===== config.mk =====
export PLATFORM = sky130hd
export DESIGN_NAME = adc_seq_ctrl
export DESIGN_NICKNAME = d
export VERILOG_FILES = /design/src/rtl/adc_seq_pkg.sv /design/src/rtl/adc_seq_strobe.sv /design/src/rtl/adc_seq_mem.sv /design/src/rtl/adc_seq_conv_fsm.sv /design/src/rtl/adc_seq_ctrl.sv
export SDC_FILE = /design/constraint.sdc
export NUM_CORES = 1
export LEC_CHECK = 0
export BUFFER_PORTS_ARGS = -buffer_cell sky130_fd_sc_hd__buf_4
export CORE_MARGIN = 1
export CORE_UTILIZATION = 41
export DETAILED_ROUTE_END_ITERATION = 12
export PLACE_DENSITY = 0.57
export SLEW_MARGIN = 15
export SYNTH_ARGS = -nofsm -noshare
export SYNTH_HDL_FRONTEND = slang
export SYNTH_SLANG_ARGS = --single-unit

===== constraint.sdc =====
create_clock -name clk -period 2.18 [get_ports clk]
set_input_delay 0 -clock clk [delete_from_list [all_inputs] [get_ports clk]]
set_output_delay 0 -clock clk [all_outputs]
set_load 0.1 [all_outputs]

===== src/rtl/adc_seq_pkg.sv =====
package adc_seq_pkg;

    typedef enum logic [1:0] {
        MODE_DIRECT = 2'b00,
        MODE_SCAN   = 2'b01,
        MODE_PROG   = 2'b10,
        MODE_RUN    = 2'b11
    } seq_mode_e;

    typedef enum logic [1:0] {
        CV_IDLE    = 2'd0,
        CV_LAUNCH  = 2'd1,
        CV_WAIT_HI = 2'd2,
        CV_WAIT_LO = 2'd3
    } conv_st_e;

endpackage


===== src/rtl/adc_seq_strobe.sv =====
module adc_seq_strobe #(
    parameter int unsigned N = 3
) (
    input  logic         clk,
    input  logic         rst_n,
    input  logic [N-1:0] raw_n_i,
    output logic [N-1:0] rise_o,
    output logic [N-1:0] fall_o
);

    for (genvar g = 0; g < N; g++) begin : g_bit
        logic prev_q;

        // idle level of every active-low strobe is high
        always_ff @(posedge clk or negedge rst_n) begin
            if (!rst_n) prev_q <= 1'b1;
            else        prev_q <= raw_n_i[g];
        end

        assign rise_o[g] = !prev_q && raw_n_i[g];
        assign fall_o[g] = prev_q && !raw_n_i[g];
    end

endmodule


===== src/rtl/adc_seq_mem.sv =====
module adc_seq_mem #(
    parameter int unsigned ENT_W = 7,
    parameter int unsigned DEPTH = 16,
    parameter int unsigned PTR_W = 4
) (
    input  logic             clk,
    input  logic             rst_n,
    input  logic             we_i,
    input  logic [PTR_W-1:0] idx_i,
    input  logic [ENT_W-1:0] wdata_i,
    output logic [ENT_W-1:0] rdata_o
);

    logic [ENT_W-1:0] ent_w [DEPTH];

    for (genvar g = 0; g < DEPTH; g++) begin : g_ent
        logic [ENT_W-1:0] q;

        always_ff @(posedge clk or negedge rst_n) begin
            if (!rst_n)                            q <= '0;
            else if (we_i && idx_i == PTR_W'(g))   q <= wdata_i;
        end

        assign ent_w[g] = q;
    end

    assign rdata_o = ent_w[idx_i];

endmodule


===== src/rtl/adc_seq_conv_fsm.sv =====
module adc_seq_conv_fsm
    import adc_seq_pkg::*;
(
    input  logic clk,
    input  logic rst_n,
    input  logic start_req_i,
    input  logic busy_i,
    output logic accept_o,
    output logic launch_o,
    output logic done_o
);

    conv_st_e st_q, st_d;

    // state register
    always_ff @(posedge clk or negedge rst_n) begin
        if (!rst_n) st_q <= CV_IDLE;
        else        st_q <= st_d;
    end

    // next state
    always_comb begin
        st_d = st_q;
        unique case (st_q)
            CV_IDLE:    if (start_req_i && !busy_i) st_d = CV_LAUNCH;
            CV_LAUNCH:  st_d = CV_WAIT_HI;
            CV_WAIT_HI: if (busy_i) st_d = CV_WAIT_LO;
            CV_WAIT_LO: if (!busy_i) st_d = CV_IDLE;
        endcase
    end

    // outputs
    always_comb begin
        accept_o = 1'b0;
        launch_o = 1'b0;
        done_o   = 1'b0;
        unique case (st_q)
            CV_IDLE:    accept_o = start_req_i && !busy_i;
            CV_LAUNCH:  launch_o = 1'b1;
            CV_WAIT_HI: ;
            CV_WAIT_LO: done_o = !busy_i;
        endcase
    end

endmodule


===== src/rtl/adc_seq_ctrl.sv =====
module adc_seq_ctrl
    import adc_seq_pkg::*;
#(
    parameter int unsigned ADDR_W    = 4,
    parameter int unsigned CFG_W     = 3,
    parameter int unsigned DEPTH     = 16,
    parameter int unsigned SCAN_LAST = 15
) (
    input  logic                    clk,
    input  logic                    rst_n,
    input  logic [1:0]              mode_i,
    input  logic                    wr_n_i,
    input  logic                    rd_n_i,
    input  logic                    conv_n_i,
    input  logic                    busy_i,
    input  logic [ADDR_W-1:0]       addr_i,
    input  logic [CFG_W-1:0]        cfg_i,
    output logic [ADDR_W-1:0]       mux_addr_o,
    output logic [CFG_W-1:0]        mux_cfg_o,
    output logic                    conv_start_o,
    output logic [ADDR_W-1:0]       res_addr_o,
    output logic                    res_valid_o,
    output logic [ADDR_W+CFG_W-1:0] rd_data_o,
    output logic                    rd_oe_o
);

    localparam int unsigned ENT_W = ADDR_W + CFG_W;
    localparam int unsigned PTR_W = (DEPTH > 1) ? $clog2(DEPTH) : 1;
    localparam logic [PTR_W-1:0]  PTR_TOP  = PTR_W'(DEPTH - 1);
    localparam logic [ADDR_W-1:0] SCAN_TOP = ADDR_W'(SCAN_LAST);

    // mode tracking
    seq_mode_e mode_cur, mode_q;
    logic      mode_chg;

    assign mode_cur = seq_mode_e'(mode_i);
    assign mode_chg = (mode_cur != mode_q);

    always_ff @(posedge clk or negedge rst_n) begin
        if (!rst_n) mode_q <= MODE_DIRECT;
        else        mode_q <= mode_cur;
    end

    // strobe edges: bit0 write, bit1 read, bit2 start
    logic [2:0] rise, fall;

    adc_seq_strobe #(.N(3)) u_strobe (
        .clk     (clk),
        .rst_n   (rst_n),
        .raw_n_i ({conv_n_i, rd_n_i, wr_n_i}),
        .rise_o  (rise),
        .fall_o  (fall)
    );

    logic unused_edges;
    assign unused_edges = fall[0] ^ rise[2];

    // strobe actions are suppressed in the cycle a mode change is seen
    logic wr_up, rd_dn, rd_up, cv_dn;
    assign wr_up = rise[0] && !mode_chg;
    assign rd_dn = fall[1] && !mode_chg;
    assign rd_up = rise[1] && !mode_chg;
    assign cv_dn = fall[2] && !mode_chg;

    logic in_direct, in_scan, in_prog, in_run;
    assign in_direct = (mode_cur == MODE_DIRECT);
    assign in_scan   = (mode_cur == MODE_SCAN);
    assign in_prog   = (mode_cur == MODE_PROG);
    assign in_run    = (mode_cur == MODE_RUN);

    // conversion tracker
    logic accept, launch, done;

    adc_seq_conv_fsm u_fsm (
        .clk         (clk),
        .rst_n       (rst_n),
        .start_req_i (cv_dn && !in_prog),
        .busy_i      (busy_i),
        .accept_o    (accept),
        .launch_o    (launch),
        .done_o      (done)
    );

    // sequence pointer and last-entry bookkeeping
    logic [PTR_W-1:0] ptr_q, ptr_d, last_q, ptr_wrap_last, ptr_wrap_top;
    logic             fresh_q;
    logic             mem_we;
    logic [ENT_W-1:0] mem_rd;

    assign ptr_wrap_last = (ptr_q >= last_q)  ? '0 : ptr_q + 1'b1;
    assign ptr_wrap_top  = (ptr_q == PTR_TOP) ? '0 : ptr_q + 1'b1;
    assign mem_we        = in_prog && wr_up;

    always_comb begin
        ptr_d = ptr_q;
        if (mode_chg)                 ptr_d = '0;
        else if (in_prog && wr_up)    ptr_d = ptr_wrap_top;
        else if (in_prog && rd_up)    ptr_d = ptr_wrap_last;
        else if (in_run && accept)    ptr_d = ptr_wrap_last;
    end

    always_ff @(posedge clk or negedge rst_n) begin
        if (!rst_n) begin
            ptr_q   <= '0;
            last_q  <= '0;
            fresh_q <= 1'b0;
        end else begin
            ptr_q <= ptr_d;
            if (mode_chg) begin
                fresh_q <= in_prog;
            end else if (mem_we) begin
                fresh_q <= 1'b0;
                if (fresh_q || ptr_q > last_q) last_q <= ptr_q;
            end
        end
    end

    adc_seq_mem #(.ENT_W(ENT_W), .DEPTH(DEPTH), .PTR_W(PTR_W)) u_mem (
        .clk     (clk),
        .rst_n   (rst_n),
        .we_i    (mem_we),
        .idx_i   (ptr_q),
        .wdata_i ({addr_i, cfg_i}),
        .rdata_o (mem_rd)
    );

    // held pin values (direct and scan) and scan counter
    logic [ADDR_W-1:0] hold_addr_q, scan_q;
    logic [CFG_W-1:0]  hold_cfg_q;
    logic              capture;

    assign capture = (in_direct || in_scan) && (wr_up || cv_dn);

    always_ff @(posedge clk or negedge rst_n) begin
        if (!rst_n) begin
            hold_addr_q <= '0;
            hold_cfg_q  <= '0;
        end else if (capture) begin
            hold_cfg_q <= cfg_i;
            if (in_direct) hold_addr_q <= addr_i;
        end
    end

    // conversion bookkeeping
    logic [ADDR_W-1:0] conv_addr_q, conv_sel, res_addr_q;
    logic              conv_scan_q, res_valid_q;

    always_comb begin
        unique case (mode_cur)
            MODE_DIRECT: conv_sel = addr_i;
            MODE_SCAN:   conv_sel = scan_q;
            MODE_PROG,
            MODE_RUN:    conv_sel = mem_rd[ENT_W-1:CFG_W];
        endcase
    end

    always_ff @(posedge clk or negedge rst_n) begin
        if (!rst_n) begin
            conv_addr_q <= '0;
            conv_scan_q <= 1'b0;
            scan_q      <= '0;
            res_addr_q  <= '0;
            res_valid_q <= 1'b0;
        end else begin
            res_valid_q <= done;
            if (accept) begin
                conv_addr_q <= conv_sel;
                conv_scan_q <= in_scan;
            end
            if (done) begin
                res_addr_q <= conv_addr_q;
                if (conv_scan_q) scan_q <= (scan_q == SCAN_TOP) ? '0 : scan_q + 1'b1;
            end
        end
    end

    // readback path
    logic [ENT_W-1:0] rd_data_q;
    logic             rd_oe_q;

    always_ff @(posedge clk or negedge rst_n) begin
        if (!rst_n) begin
            rd_data_q <= '0;
            rd_oe_q   <= 1'b0;
        end else if (mode_chg) begin
            rd_oe_q <= 1'b0;
        end else if (in_prog && rd_dn) begin
            rd_data_q <= mem_rd;
            rd_oe_q   <= 1'b1;
        end else if (in_prog && rd_up) begin
            rd_oe_q <= 1'b0;
        end
    end

    // multiplexer drive
    always_comb begin
        unique case (mode_cur)
            MODE_DIRECT: begin
                mux_addr_o = wr_n_i ? hold_addr_q : addr_i;
                mux_cfg_o  = wr_n_i ? hold_cfg_q  : cfg_i;
            end
            MODE_SCAN: begin
                mux_addr_o = scan_q;
                mux_cfg_o  = hold_cfg_q;
            end
            MODE_PROG,
            MODE_RUN: begin
                mux_addr_o = mem_rd[ENT_W-1:CFG_W];
                mux_cfg_o  = mem_rd[CFG_W-1:0];
            end
        endcase
    end

    assign conv_start_o = launch;
    assign res_addr_o   = res_addr_q;
    assign res_valid_o  = res_valid_q;
    assign rd_data_o    = rd_data_q;
    assign rd_oe_o      = rd_oe_q;

endmodule


==> run metrics <==
final core utilization 0.5224; core box area between 15000 and 20000 sq um; top sig layer met4; f_max a little over 400 MHz; min-delay worst type in2reg; RSZ-0062 raised after global routing true; Synth area leaders dfrtp_1 51%, mux2_2 19%, mux4_2 6.6%; DR WL met2 8718 microns; crit path DAT about 2.4 ns; antenna violations before repair 0; Cell variety after synth 46; first-pass GRT wire length ~28000 microns; crit path max fanout 5; Top-Level Pins 36; DR pass1 iterations 5; clock sink count ~160; fin worst setup slack -0.2463 ns; Post-synth EDFFs 0; Tmin final between 2 and 2.5 ns; Worst-Skew Late Latency 0.43 ns; worst endpoint required time about 2.2 ns; Mean Syn Cell Area 13.36 sq um; Area Overhead vs Synth 24.94%; max-cap violation count 0; Final #Nets between 600 and 700; Worst Tran Pin Value about 0.57 ns; GRT Overall Usage 0.2053; DIE WIDTH approximately 140 microns; antenna viol nets, final 0; Final Instance Count excl. Fillers 877; DR WL/cell 20.54 microns; Syn Nets ~590; die height 137.4 microns; Final Hold Vio Count 0; Synth Flop Type dfrtp_1; Max IR drop VDD approximately 0.00073 V; P_leak 4.443 nW; vias per inst 5.513; Slew Viols, Final 0; Mapped Cells about 560; initial DRC count 235; Tot Pwr just under 9 mW; DR WL met3 roughly 560 microns; CP Capture Type output pin; die area between 15000 and 20000 sq um; violated checks negative setup slack; final wirelength between 15000 and 20000 microns; Rel. slew slack 0.6187; gpl congestion 0.8098; CTS tree done; H-tree Lvls 4; most frequent cell after synthesis dfrtp_1; CTS clock-pin slew for the worst setup and hold paths ~0.07 ns; Synth async-reset ratio 1.000; Synth Register Bits around 160; outcome finished with violations; synth cell count leaders 154 x dfrtp_1, 129 x mux2_2, 45 x nand2_1; global route total overflow 0; ant diodes 0; critical path class reg2out; # setup viols final 7; Setup Skew 0.01258 ns; drt drc 0; IO buf count 35; Final Cycle Share 1.113; fraction of layout instances using a drive strength above 1 0.4583; DR vias 4835; Max Buffers Root-to-Sink 2; pwr dens about 930 nW/um^2; Yosys top cell by area dfrtp_1; Seq/Total Area, Yosys 0.5236; hpwl dp around 11000 microns; top cell type's share of synthesized area 0.5131; number of buffers created by CTS 17; vias in the first global route 5040; row cnt 49; Synthesis Warnings 0; startpoint types flop; Root Buffer clkbuf_16; initial core utilization 0.4181; Post-Place Cells 822; largest net degree at the start of global routing 56; synthesized cell area 7511 sq um; Post-Route M1 WL 8388 microns; FILL cells 1517
state kept, by name (all words and copies together), names as in the netlist, 3 cells and up:
name / count
u_mem.g_ent.q: 112
rd_data_o: 7
conv_addr_q: 4
hold_addr_q: 4
last_q: 4
ptr_q: 4
res_addr_o: 4
scan_q: 4
hold_cfg_q: 3
u_strobe.g_bit.prev_q: 3
per-stage QoR:
| stage | setup WS (ns) | setup TNS, ns | hold slack, ns | cell area [sq um] |
|---|---|---|---|---|
| floorplan | -0.1844 | -0.1844 | -0.2956 | 7579 |
| global placement | 0.1055 | 0 | 0.01932 | 8278 |
| detailed placement | 0.07287 | 0 | 0.01927 | 8278 |
| CTS | -0.2685 | -1.710 | 0.005922 | 9146 |
| global route | -0.2982 | -1.944 | 0.02060 | 9384 |
| finish | -0.2463 | -1.388 | 0.007702 | 9384 |
layer usage:
metal  global-route usage  up-vias
met3              0.04268       24
met4              0.07692        0
met2               0.3319       91
met1               0.2711     2511
met5                    0        -
li1                     -     2209
critical path: stages (launching register included):
cell,delay [ns]
dfrtp_2,0.39
buf_12,0.15
clkbuf_16,0.16
mux4_2,0.51
mux2_4,0.32
nand2_2,0.08
o21a_4,0.14
a21oi_4,0.07
buf_12,0.19
cell type report:
type                            instances  area [sq um]  share of cell area
Sequential cell                       157          3934              0.4192
Multi-Input combinational cell        360          3577              0.3812
Timing Repair Buffer                   87         928.4             0.09893
Clock buffer                           20         466.7             0.04973
Tap cell                              229         286.5             0.03053
Clock inverter                         12         137.6             0.01467
Inverter                               12         53.80            0.005733
timing repair:
item	in CTS	in global routing
hold endpoints to repair	110	0
endpoints found under the setup margin	7	39
hold buffers	9	0
cloned	2	2
gates resized for setup	29	41
pin swaps	0	8
setup buffers	2	10
logic make-up (layout without fill, tap and decap cells):
kind of cell	Yosys count	after routing	synth area share
adders and majority gates	14	14	0.02332
AOI/OAI and AO/OA	65	65	0.05781
muxes	181	181	0.3007
xor gates and xnor gates	3	3	0.003499
DFF	157	157	0.5236
and+or+nand+nor	97	97	0.06547
buffers and inverters	45	131	0.02565
final timing paths:
kind | startpoint | end | slack, ns | cells past startpoint
max reg2reg | ptr_q[0] | rd_data_o[5] | 0.06 | 9
max | ptr_q[0] | mux_addr_o[2] | -0.25 | 8
min | addr_i[1] | u_mem.g_ent[5].q[4] | 0.008 | 2
min reg2reg | res_addr_o[3] | res_addr_o[3] | 0.48 | 2
min in group asynchronous | rst_n | u_fsm.st_q[0] | 0.13 | 2
max in group asynchronous | rst_n | u_mem.g_ent[8].q[4] | 1.14 | 3
cells in the final DEF, fill, tap and decap left out, types with 9 or more instances in the layout:
| cell | instances |
|---|---|
| buf_12 | 14 |
| buf_4 | 57 |
| clkbuf_16 | 19 |
| dfrtp_1 | 153 |
| dlygate4sd3_1 | 9 |
| ha_1 | 13 |
| inv_1 | 9 |
| mux2_2 | 121 |
| mux2i_1 | 17 |
| mux4_2 | 22 |
| nand2_1 | 36 |
| nand2_2 | 9 |
| nor2_1 | 11 |
| o21ai_0 | 14 |
report_power, final:
part | total [mW] | switching [mW] | internal [mW]
clock | 3.02 | 1.24 | 1.78
sequential | 3.32 | 0.163 | 3.15
combinational | 2.43 | 1.46 | 0.975
total | 8.77 | 2.86 | 5.91
Power figures use the tool's default switching activity.
